`src/rtl/gpio_res_pkg.sv`:
```
package gpio_res_pkg;

  // Configuration field positions (decoded per pin)
  localparam int DIR_BIT   = 0;
  localparam int INOFF_BIT = 1;
  localparam int PULL_LSB  = 2;
  localparam int DRV_LSB   = 8;
  localparam int SENSE_LSB = 16;
  localparam int MIN_CFG_W = 18;

  typedef enum logic [1:0] {
    PULL_NONE = 2'd0,
    PULL_DOWN = 2'd1,
    PULL_RSVD = 2'd2,
    PULL_UP   = 2'd3
  } pull_e;

  typedef enum logic [1:0] {
    SENSE_OFF  = 2'd0,
    SENSE_RSVD = 2'd1,
    SENSE_HIGH = 2'd2,
    SENSE_LOW  = 2'd3
  } sense_e;

  // Combinational resolution result of one pin
  typedef struct packed {
    logic drv;     // reported driven flag
    logic lvl;     // reported level
    logic in_upd;  // input bit is loaded this cycle
    logic in_val;  // value to load
    logic shrt;    // contention
    logic det;     // sense hit
  } pin_res_t;

endpackage

```
`src/rtl/gpio_drive_gate.sv`:
```
module gpio_drive_gate (
  input  logic       dir_en,
  input  logic [2:0] mode,
  input  logic       out_bit,
  output logic       drv_on
);

  logic gate;

  always_comb begin
    unique case (mode[2:1])
      2'b00, 2'b01: gate = 1'b1;      // always on
      2'b10:        gate = out_bit;   // on only while driving high
      default:      gate = ~out_bit;  // on only while driving low
    endcase
    drv_on = dir_en & gate;
  end

endmodule

```
`src/rtl/gpio_pin_cell.sv`:
```
module gpio_pin_cell
  import gpio_res_pkg::*;
#(
  parameter int CFG_W = 32
) (
  input  logic [CFG_W-1:0] cfg,
  input  logic             out_bit,
  input  logic             ext_valid,
  input  logic             ext_level,
  output pin_res_t         res
);

  logic   drv_on;
  pull_e  pull_sel;
  sense_e sense_sel;
  logic   has_pull;
  logic   pull_val;
  logic   r_drv;
  logic   r_lvl;

  gpio_drive_gate u_gate (
    .dir_en (cfg[DIR_BIT]),
    .mode   (cfg[DRV_LSB +: 3]),
    .out_bit(out_bit),
    .drv_on (drv_on)
  );

  always_comb begin
    pull_sel  = pull_e'(cfg[PULL_LSB +: 2]);
    sense_sel = sense_e'(cfg[SENSE_LSB +: 2]);
    has_pull  = (pull_sel == PULL_DOWN) || (pull_sel == PULL_UP);
    pull_val  = (pull_sel == PULL_UP);

    r_drv      = drv_on;
    r_lvl      = out_bit;
    res        = '0;

    if (cfg[INOFF_BIT]) begin
      // Buffer isolated: pull (if any) sets the input, stimulus ignored
      if (has_pull) begin
        res.in_upd = 1'b1;
        res.in_val = pull_val;
      end
    end else if (ext_valid) begin
      res.in_upd = 1'b1;
      res.in_val = ext_level;
      res.shrt   = drv_on & (ext_level ^ out_bit);
      res.det    = ((sense_sel == SENSE_HIGH) &  ext_level) |
                   ((sense_sel == SENSE_LOW)  & ~ext_level);
    end else begin
      // Floating pin: pull takes over when the driver is off
      if (has_pull && !drv_on) begin
        r_drv = 1'b1;
        r_lvl = pull_val;
      end
      if (r_drv) begin
        res.in_upd = 1'b1;
        res.in_val = r_lvl;
      end
    end

    res.drv = r_drv;
    res.lvl = r_lvl;
  end

endmodule

```
`src/rtl/gpio_detect_or.sv`:
```
module gpio_detect_or #(
  parameter int N = 32
) (
  input  logic [N-1:0] hits,
  output logic         any
);

  localparam int LVLS = $clog2(N) + 1;
  localparam int W    = 1 << (LVLS - 1);

  // Balanced OR tree over a power-of-two padded vector
  logic [LVLS-1:0][W-1:0] stage;

  assign stage[0] = {{(W - N){1'b0}}, hits};

  for (genvar l = 1; l < LVLS; l++) begin : g_lvl
    for (genvar k = 0; k < W; k++) begin : g_node
      if (k < (W >> l)) begin : g_or
        assign stage[l][k] = stage[l-1][2*k] | stage[l-1][2*k+1];
      end else begin : g_pad
        assign stage[l][k] = 1'b0;
      end
    end
  end

  assign any = stage[LVLS-1][0];

endmodule

```
`src/rtl/gpio_pad_resolver.sv`:
```
module gpio_pad_resolver
  import gpio_res_pkg::*;
#(
  parameter int NPINS = 32,
  parameter int CFG_W = 32
) (
  input  logic                   clk,
  input  logic                   rst,
  input  logic [NPINS*CFG_W-1:0] cfg_flat,
  input  logic [NPINS-1:0]       out_bits,
  input  logic [NPINS-1:0]       ext_valid,
  input  logic [NPINS-1:0]       ext_level,
  output logic [NPINS-1:0]       drv_en,
  output logic [NPINS-1:0]       pad_lvl,
  output logic [NPINS-1:0]       in_reg,
  output logic [NPINS-1:0]       short_flag,
  output logic                   detect,
  output logic [NPINS-1:0]       chg_stb
);

  logic [NPINS-1:0] drv_c, lvl_c, upd_c, val_c, sh_c, det_c;
  logic             det_any;

  for (genvar p = 0; p < NPINS; p++) begin : g_pin
    pin_res_t r;

    gpio_pin_cell #(.CFG_W(CFG_W)) u_cell (
      .cfg      (cfg_flat[p*CFG_W +: CFG_W]),
      .out_bit  (out_bits[p]),
      .ext_valid(ext_valid[p]),
      .ext_level(ext_level[p]),
      .res      (r)
    );

    assign drv_c[p] = r.drv;
    assign lvl_c[p] = r.lvl;
    assign upd_c[p] = r.in_upd;
    assign val_c[p] = r.in_val;
    assign sh_c[p]  = r.shrt;
    assign det_c[p] = r.det;
  end

  gpio_detect_or #(.N(NPINS)) u_det (
    .hits(det_c),
    .any (det_any)
  );

  always_ff @(posedge clk) begin
    if (rst) begin
      drv_en     <= '0;
      pad_lvl    <= '0;
      in_reg     <= '0;
      short_flag <= '0;
      detect     <= 1'b0;
      chg_stb    <= '0;
    end else begin
      drv_en     <= drv_c;
      pad_lvl    <= lvl_c;
      chg_stb    <= (drv_c ^ drv_en) | (lvl_c ^ pad_lvl);
      in_reg     <= (in_reg & ~upd_c) | (val_c & upd_c);
      short_flag <= sh_c;
      detect     <= det_any;
    end
  end

endmodule

```
`config.mk`:
```
export PLATFORM = sky130hd
export DESIGN_NAME = gpio_pad_resolver
export DESIGN_NICKNAME = d
export VERILOG_FILES = /design/src/rtl/gpio_res_pkg.sv /design/src/rtl/gpio_drive_gate.sv /design/src/rtl/gpio_pin_cell.sv /design/src/rtl/gpio_detect_or.sv /design/src/rtl/gpio_pad_resolver.sv
export SDC_FILE = /design/constraint.sdc
export NUM_CORES = 1
export LEC_CHECK = 0
export BUFFER_PORTS_ARGS = -buffer_cell sky130_fd_sc_hd__buf_2
export CORE_AREA = 3 3 506 508
export DETAILED_ROUTE_END_ITERATION = 16
export DIE_AREA = 0 0 509 511
export HOLD_SLACK_MARGIN = 0.05
export SYNTH_ARGS = -nofsm -noshare
export SYNTH_HDL_FRONTEND = slang
export SYNTH_SLANG_ARGS = --single-unit
export TNS_END_PERCENT = 30
```
`constraint.sdc`:
```
create_clock -name clk -period 3.5 [get_ports clk]
set_clock_uncertainty 0.1 [all_clocks]
set_input_delay 0.7 -clock clk [delete_from_list [all_inputs] [get_ports clk]]
set_output_delay 0.7 -clock clk [all_outputs]
set_load 0.005 [all_outputs]
```
==> results of run 1 <==
## layer usage
layer  GRT usage  vias up
li1            -     5384
met1      0.0689     5156
met2       0.139      760
met3      0.0791      298
met4      0.0329       54
met5           0        -
## cell usage in the layout (no fill, tap or decap), drive strengths merged, types with 30 or more instances in the layout
cell type  instances
buf              526
dfxtp            161
nor2             127
xor2             119
inv              119
nor2b            107
a21oi             70
nand2             61
diode             55
a222oi            53
o21ai             52
xnor2             41
a21o              33
nor3b             32
nand3             31
a211oi            30
## kinds of logic (layout without fill, tap and decap cells)
family / Yosys count / in the layout
AO/OA/AOI/OAI: 303 / 303
buffers and inverters: 132 / 672
XOR/XNOR: 160 / 160
flip-flops: 161 / 161
multiplexers: 28 / 28
other: 0 / 55
AND/OR/NAND/NOR: 417 / 417
## cell type report
type                            instances  area (µm²)  share of cell area
Clock inverter                         15         215              0.0123
Sequential cell                       161        3220               0.185
Antenna cell                           55         138             0.00789
Timing Repair Buffer                  526        2680               0.154
Multi-Input combinational cell        908        6150               0.353
Inverter                              114         428              0.0245
Tap cell                             3348        4190               0.240
Clock buffer                           17         425              0.0244
## through the flow
step / total power, mW / worst slack, ns / cells / utilization / hold WS [ns]
after floorplan: 2.71 / 1.48 / 1201 / - / 0.394
after global placement: 3.69 / 0.791 / 5057 / 0.0663 / 0.386
after detailed placement: 3.70 / 0.804 / 5057 / 0.0663 / 0.393
after CTS: 6.11 / 1.24 / 5089 / 0.0688 / 0.274
after global routing: 6.27 / 1.20 / 5105 / 0.0690 / 0.306
final: 5.88 / 1.33 / 5144 / 0.0694 / 0.345
## worst max path at each step
stage                   to  cells past startpoint  slack [ns]
2_1_floorplan  chg_stb[31]                      5        1.48
5_1_grt         chg_stb[6]                      6        1.20
3_5_place_dp    chg_stb[6]                      6        0.80
4_1_cts        pad_lvl[19]                      1        1.24
6_report       pad_lvl[19]                      1        1.33
3_3_place_gp    chg_stb[6]                      6        0.79
## report_power, final
part / leakage (nW) / internal, mW / switching (mW)
logic: 5.16 / 0.596 / 0.962
clock network: 0.309 / 1.05 / 1.23
registers: 1.33 / 1.97 / 0.0744
total: 6.81 / 3.61 / 2.27
## tightest hold or removal path, stage by stage
cell and delay, ns:
buf_2 0.12, xor2_1 0.06, nand2_1 0.06, nor3_1 0.04
==> summary.md, run 1 <==
| Metric | Value |
|---|---|
| Setup slack, reg-to-reg | `~2.1 ns` |
| Via/cell ratio | `~2.3` |
| Worst setup SP type | `flip-flop` |
| Area of placed instances | `around 17000 µm²` |
| Largest family of logic cells by synthesized area | `simple AND/OR/NAND/NOR gates` |
| Sink Count | `161` |
| Die width | `between 500 and 600 µm` |
| Crit path from | `pad_lvl[19]` |
| Commonest cells post-synth | `dfxtp_1 (161), nor2_1 (127), xor2_1 (119), inv_1 (114), nor2b_1 (107)` |
| Hold EP | `short_flag[6]` |
| Clock Pin Slew Worst Setup and Hold Paths | `about 0.13 ns` |
| Synth Area in Simple Gates | `0.230` |
| Core Area | `~250000 µm²` |
| Post-synthesis mux area share | `0.0284` |
| Number of I/O port buffers | `slightly above 500` |
| Initial antenna violation count | `between 150 and 200` |
| Fin Setup TNS | `0 ns` |
| Clock Tree Buf Depth | `2` |
| Clk_lat worst skew | `around 0.56 ns` |
| Post-DP HPWL | `about 100 mm` |
| Setup violations, final | `0` |
| Share of the yosys chip area belonging to registers | `0.326` |
| First-pass GRT wire length | `~130 mm` |
| DRT Pass-1 Iters | `6` |
| CTS tree | `done` |
| Status | `finished clean` |
| Kind of end point of the critical path | `output port` |
| DRT iter0 DRCs | `around 1100` |
| Layout cells sized above 1 | `0.339` |
| Cell with the most instances after synthesis | `dfxtp_1` |
| DR WL/cell | `~22 µm` |
| Synth Area in XOR/XNOR | `0.142` |
| Vias | `11652` |
| Die Ht | `just over 500 µm` |
| PwrDens | `between 300 and 400 nW/µm²` |
| Synth unique cells | `47` |
| Number of flops mapped to enable cells by yosys | `0` |
| Leakage | `slightly below 7 nW` |
| Tot GR Track Use | `0.0842` |
| Min cycle time layout | `between 2 and 2.5 ns` |
| Area Overhead vs Synth | `76.8%` |
| Actual slew at the worst max-slew pin | `just under 0.8 ns` |
| Peak supply drop | `between 0.4 and 0.5 mV` |
| Synth Area in Compound Gates | `0.223` |
| Worst hold-check path type | `in -> reg` |
| Asr flop ratio synth | `0` |
| Ys flop type | `dfxtp_1` |
| Fin nets | `approximately 2900` |
| Largest delay share family, worst path | `flip-flops` |
| Largest cells by area after synthesis | `dfxtp_1 (33%), xor2_1 (11%), nor2b_1 (6.8%)` |
| Post-synth top area share | `0.326` |
| Post_cts resized | `0` |
| Die Area | `~260000 µm²` |
| Synth Instances | `~1200` |
| Synthesized cell area | `about 10000 µm²` |
| Final Max Tran Viols | `0` |
| Root Buffer | `clkbuf_16` |
| Area of all placed cells without fillers | `17500 µm²` |
| Hold buffers post-CTS | `0` |
| Hold Crit Depth | `4` |
| Top Layer Used | `met5` |
| Drt drc | `0` |
| Critical Path Max Stage Delay | `around 0.52 ns` |
| Post-synthesis register bit count | `161` |
| Pin count of the biggest net entering global routing | `slightly below 70` |
| WP data required | `2.70 ns` |
| CP cell instances | `buf_2` |
| Final ANT Viol Nets | `0` |
| Wl on met1 | `~33 mm` |
| GP Congestion | `a little under 0.9` |
| Buffers and inverters on the worst path | `1` |
| Max-cap violation count | `0` |
| Post-CTS setup buffers | `0` |
| Crit path DAT | `1.37 ns` |
| Congestion Overflow GR | `0` |
| DRT Wirelength | `113 mm` |
| Metal2 WL | `51.9 mm` |
| Fillers | `between 20000 and 30000` |
| Met3 wire length | `around 22 mm` |
| Initial core utilization | `0.0392` |
| Vias in the first global route | `roughly 10000` |
| Syn nets | `approximately 2300` |
| Adder-cell area share of the yosys netlist | `0` |
| CP Class | `reg -> out` |
| Worst slew margin | `0.483` |
| # H-tree levels | `4` |
| Syn. warnings | `0` |
| RR Startpoint | `drv_en[6]` |
| FF-to-FF End | `chg_stb[6]` |
| HP Start | `ext_level[6]` |
| CTS buffer count | `17` |
| Fmax | `0.461 GHz` |
| Slowest stage cell, crit path | `dfxtp_1` |
| Final period utilization | `0.620` |
| Number of cells on the worst reg-to-reg path | `2` |
| RSZ-0062 raised after global routing | `false` |
| Std cell rows | `between 150 and 200` |
| Crit-path max FO | `2` |
| Area leader, netlist | `dfxtp_1` |
| Syn_area_per_cell | `approximately 8.2 µm²` |
| Final hold violations | `0` |
| Io pins | `1283` |
Note: power is estimated with default switching activity, not from simulation.
==> run 2, diff against run 1 <==
Settings changed: CORE_AREA 3 3 506 508 to 3 3 499 501, DIE_AREA 0 0 509 511 to 0 0 502 504.
Clock period 3.5 ns to 2.05 ns, I/O delays scaled along.
==> run 2 against run 1 <==
Net effect: flip-flop and latch count is the same; die area is 2.7% lower; utilization increased by 0.41 points; highest routed layer unchanged.
==> summary.md, run 2 (synthesized netlist as in run 1, its figures left out) <==
| Metric | Value |
|---|---|
| CTS tree | `done` |
| Layout cells sized above 1 | `0.362` |
| Dpl ws | `-0.0718 ns` |
| Commonest non-fill, non-tap cell in the layout | `buf_2` |
| Pin count of the biggest net entering global routing | `47` |
| Hold Crit Depth | `4` |
| Status | `finished clean` |
| Worst setup SP type | `primary input` |
| RSZ-0062 raised after global routing | `false` |
| First-pass GRT wire length | `around 130 mm` |
| Crit path DAT | `about 2.2 ns` |
| Final Max Tran Viols | `0` |
| Std cell rows | `182` |
| Fin nets | `around 2900` |
| Max-cap violation count | `0` |
| Hold buffers post-CTS | `10` |
| Overall Power | `about 10 mW` |
| Setup slack, reg-to-reg | `~0.7 ns` |
| Initial core utilization | `0.0403` |
| Number of I/O port buffers | `514` |
| Final hold violations | `0` |
| Fillers | `approximately 29000` |
| Leakage | `slightly above 7 nW` |
| Core Area | `245000 µm²` |
| Peak supply drop | `~0.62 mV` |
| Actual slew at the worst max-slew pin | `0.553 ns` |
| DRT iter0 DRCs | `between 1000 and 1500` |
| Clock Pin Slew Worst Setup and Hold Paths | `0.08 ns` |
| Setup crit end | `detect` |
| WP data required | `around 2.4 ns` |
| Post_cts resized | `0` |
| Crit-path max FO | `3` |
| Clk_lat worst skew | `about 0.53 ns` |
| Fmax | `~0.52 GHz` |
| Final period utilization | `0.938` |
| Post-Route Utilization | `0.0735` |
| # H-tree levels | `4` |
| Kind of end point of the critical path | `flip-flop` |
| Number of cells on the worst reg-to-reg path | `3` |
| Initial antenna violation count | `around 130` |
| Sink Count | `around 160` |
| Layer with the highest usage | `met2` |
| Die Area | `roughly 250000 µm²` |
| Die Ht | `between 500 and 600 µm` |
| PwrDens | `570 nW/µm²` |
| Drt drc | `0` |
| CTS buffer count | `17` |
| Root Buffer | `clkbuf_16` |
| Final worst slack | `0.127 ns` |
| Met2 usage | `0.140` |
| CP Class | `in -> reg` |
| Final ANT Viol Nets | `0` |
| Io pins | `~1300` |
| Post-CTS setup buffers | `0` |
| Met1 Resource Use GR | `0.0837` |
| Area Overhead vs Synth | `82.5%` |
| DRT Pass-1 Iters | `8` |
| Congestion Overflow GR | `0` |
| Worst slew margin | `0.631` |
| Min cycle time layout | `between 1.5 and 2 ns` |
| Via/cell ratio | `about 2.3` |
| Worst hold-check path type | `in -> reg` |
| Post-DP HPWL | `99.3 mm` |
| DR WL/cell | `21.0 µm` |
| Fin Setup TNS | `0 ns` |
| Crit path from | `ext_level[5]` |
| GP Congestion | `between 0.8 and 0.9` |
| Vias in the first global route | `between 10000 and 15000` |
| Die width | `between 500 and 600 µm` |
| Clock Tree Buf Depth | `2` |
| Setup violations, final | `0` |
| Vias | `around 12000` |
| Most frequent cells in the layout | `buf_2 (513), dfxtp_1 (161), nor2_1 (127)` |
| Met3 GRT Util | `0.0528` |
| Tot GR Track Use | `0.0826` |
| DRT Wirelength | `roughly 110 mm` |
==> run 2: final cells by class <==
| type | instances | area (µm²) | share of cell area |
|---|---|---|---|
| Multi-Input combinational cell | 908 | 6150 | 0.342 |
| Tap cell | 3220 | 4030 | 0.224 |
| Timing Repair Buffer | 604 | 3400 | 0.189 |
| Sequential cell | 161 | 3220 | 0.179 |
| Clock buffer | 18 | 439 | 0.0244 |
| Inverter | 114 | 428 | 0.0238 |
| Clock inverter | 14 | 205 | 0.0114 |
| Antenna cell | 53 | 133 | 0.00736 |
==> run 2: worst min path at each step <==
stage / from / endpoint / slack, ns
detailed placement: flip-flop / flip-flop / 0.39
finish: out_bits[9] / short_flag[9] / 0.12
CTS: ext_level[4] / short_flag[4] / 0.05
global route: out_bits[9] / short_flag[9] / 0.08
global placement: flip-flop / flip-flop / 0.39
floorplan: flip-flop / flip-flop / 0.39
==> run 2: metrics by stage <==
step | std cells | hold slack, ns | area [µm²]
CTS | 5039 | 0.0522 | 17900
finish | 5092 | 0.122 | 18000
global placement | 4997 | 0.386 | 17100
global route | 5048 | 0.0752 | 17900
floorplan | 1201 | 0.394 | 9870
detailed placement | 4997 | 0.389 | 17100
==> run 2: routing by layer <==
| metal | up-vias | part of all wire | routed length (µm) |
|---|---|---|---|
| li1 | 5540 | - | - |
| met1 | 5426 | 0.35 | 38000 |
| met2 | 654 | 0.47 | 50300 |
| met3 | 196 | 0.14 | 15200 |
| met4 | 30 | 0.032 | 3470 |
| met5 | - | 0.0018 | 195 |
==> run 2: critical path, cell delays in order <==
cell	delay, ns
dlygate4sd3_1	0.53
buf_2	0.15
xor2_1	0.15
nand3_1	0.15
buf_12	0.14
nand4_1	0.07
buf_4	0.16
nor4_1	0.21
buf_4	0.18
a21oi_1	0.06
==> run 2: power breakdown <==
group | total [mW] | leakage (nW) | internal, mW | switching [mW]
registers | 3.50 | 1.33 | 3.36 | 0.139
clock network | 3.95 | 0.315 | 2.02 | 1.93
logic | 2.83 | 5.59 | 1.15 | 1.67
==> run 3, diff against run 2 <==
Settings changed: PLACE_DENSITY from default to 0.3.
==> run 3 against run 2 <==
Net effect: sequential power about the same; fmax down 2.7%; first-iteration DRC count down 29%; largest cell class unchanged; non-clock buffer count up 50; power down 3.5%; worst hold slack worse by 0.0029 ns; largest power group unchanged; combinational power about the same; highest routed layer unchanged; global-route usage down 1.2 points; critical endpoint is now chg_stb[4].
==> summary.md, run 3 (synthesized netlist as in run 1, its figures left out) <==
| Metric | Value |
|---|---|
| Status | `finished clean` |
| Congestion Overflow GR | `0` |
| Sink Count | `around 160` |
| PwrDens | `roughly 540 nW/µm²` |
| # H-tree levels | `4` |
| Root Buffer | `clkbuf_16` |
| DRT Wirelength | `slightly above 90 mm` |
| Worst slew margin | `0.602` |
| FF-to-FF End | `chg_stb[30]` |
| Non-Filler Instances | `5126` |
| CP Class | `in -> reg` |
| Hold EP | `short_flag[22]` |
| Leakage | `7.45 nW` |
| Io pins | `between 1000 and 1500` |
| Std cell rows | `between 150 and 200` |
| Peak supply drop | `approximately 0.62 mV` |
| Tot GR Track Use | `0.0703` |
| GP Congestion | `0.827` |
| Most frequent cells in the layout | `buf_2 (513), dfxtp_1 (161), nor2_1 (127)` |
| Min cycle time layout | `between 1.5 and 2 ns` |
| Die width | `~500 µm` |
| Max-cap violation count | `0` |
| HP Start | `out_bits[22]` |
| Post-Route Utilization | `0.0748` |
| RR Startpoint | `pad_lvl[30]` |
| Crit-path max FO | `4` |
| DR WL/cell | `around 18 µm` |
| Reg area | `around 3200 µm²` |
| Initial core utilization | `0.0403` |
| Final ANT Viol Nets | `0` |
| WP data required | `between 2 and 2.5 ns` |
| Fin Setup TNS | `0 ns` |
| Final period utilization | `0.964` |
| Post-DP HPWL | `82.5 mm` |
| Vias in the first global route | `~12000` |
| Layout cells sized above 1 | `0.372` |
| CP cell instances | `dlygate4sd3_1 > buf_2 > inv_1 > a21o_1 > a222oi_1 > buf_4 > xnor2_1 > a21oi_1` |
| Fillers | `between 20000 and 30000` |
| Critical Path Max Stage Delay | `roughly 0.60 ns` |
| Hold Crit Depth | `4` |
| Pin count of the biggest net entering global routing | `34` |
| Crit path DAT | `~2.3 ns` |
| Actual slew at the worst max-slew pin | `about 0.6 ns` |
| Initial antenna violation count | `83` |
| Min Hold Slack | `about 0.12 ns` |
| CTS buffer count | `17` |
| Worst hold-check path type | `in -> reg` |
| Fin nets | `2978` |
| Overall Power | `9.92 mW` |
| Number of I/O port buffers | `514` |
| Placed cells | `slightly above 5000` |
| Drt drc | `0` |
| Area Overhead vs Synth | `85.9%` |
| Fmax | `approximately 0.51 GHz` |
| Setup slack, reg-to-reg | `a little under 1 ns` |
| DRT iter0 DRCs | `between 700 and 800` |
| Final hold violations | `0` |
| Setup violations, final | `0` |
| Number of cells on the worst reg-to-reg path | `3` |
| Clk_lat worst skew | `roughly 0.52 ns` |
| DRT Pass-1 Iters | `8` |
| Final Max Tran Viols | `0` |
| Clock Tree Buf Depth | `2` |
| Core Area | `~250000 µm²` |
| Die Area | `between 200000 and 300000 µm²` |
| First-pass GRT wire length | `roughly 110 mm` |
| Via/cell ratio | `between 2 and 2.5` |
| RSZ-0062 raised after global routing | `false` |
| Multi-input logic area | `slightly above 6000 µm²` |
| Commonest non-fill, non-tap cell in the layout | `buf_2` |
| Vias | `around 12000` |
| CTS tree | `done` |
| Slowest stage cell, crit path | `dlygate4sd3_1` |
| Kind of end point of the critical path | `flip-flop` |
| Post-CTS setup buffers | `0` |
| Die Ht | `about 500 µm` |
| Clock Pin Slew Worst Setup and Hold Paths | `~0.080 ns` |
| Worst setup SP type | `primary input` |
## run 3: cell count changes in the layout (fill, tap and decap cells not counted), moves of 2 or more
cell / delta
inv_8: -3
clkinv_4: +4
bufinv_16: -2
buf_4: +33
dlygate4sd3_1: +14
diode_2: -15
buf_12: +2
## run 3: final cells by class
cell class,instances,area share
well taps,3220,0.220
diodes,38,0.00518
repair buffers,654,0.209
inverters,114,0.0233
multi-input cells,908,0.335
clock inverters,14,0.00825
flip-flops and latches,161,0.176
clock buffers,17,0.0232
## run 3: report_power, final
part	internal [mW]	total, mW	switching, mW
Combinational	1.24	2.84	1.60
Clock	1.71	3.59	1.88
Sequential	3.36	3.49	0.130
## run 3: worst max path at each step
| stage | startpoint | to | slack [ns] | cells past startpoint |
|---|---|---|---|---|
| floorplan | ext_valid[31] | chg_stb[31] | 0.32 | 5 |
| global placement | ext_valid[7] | detect | -0.32 | 9 |
| detailed placement | ext_valid[7] | detect | -0.36 | 9 |
| CTS | cfg_flat[353] | detect | 0.05 | 9 |
| global route | cfg_flat[353] | detect | 0.005 | 9 |
| finish | out_bits[4] | chg_stb[4] | 0.07 | 8 |
## run 3: critical path: cells and delay by family
family | cells | cell delay (ns)
buf+inv | 4 | 1.06
compound gates | 3 | 0.70
xor+xnor | 1 | 0.11
## run 3: routing by layer
| layer | wire length (µm) | global-route usage |
|---|---|---|
| met4 | 2440 | 0.0209 |
| met5 | 157 | 0 |
| met2 | 42500 | 0.117 |
| met3 | 11800 | 0.0427 |
| met1 | 34000 | 0.0737 |
## run 3: timing repair
item	in CTS	in global routing
resized for setup	0	1
hold buffers	24	0
endpoints found under the setup margin	0	2
hold endpoints to repair	15	0
## run 3: per-stage QoR
step | setup slack (ns) | area [µm²]
final | 0.0735 | 18400
after global routing | 0.00463 | 18300
after CTS | 0.0481 | 18300
after detailed placement | -0.360 | 17400
after global placement | -0.323 | 17400
after floorplan | 0.317 | 9870
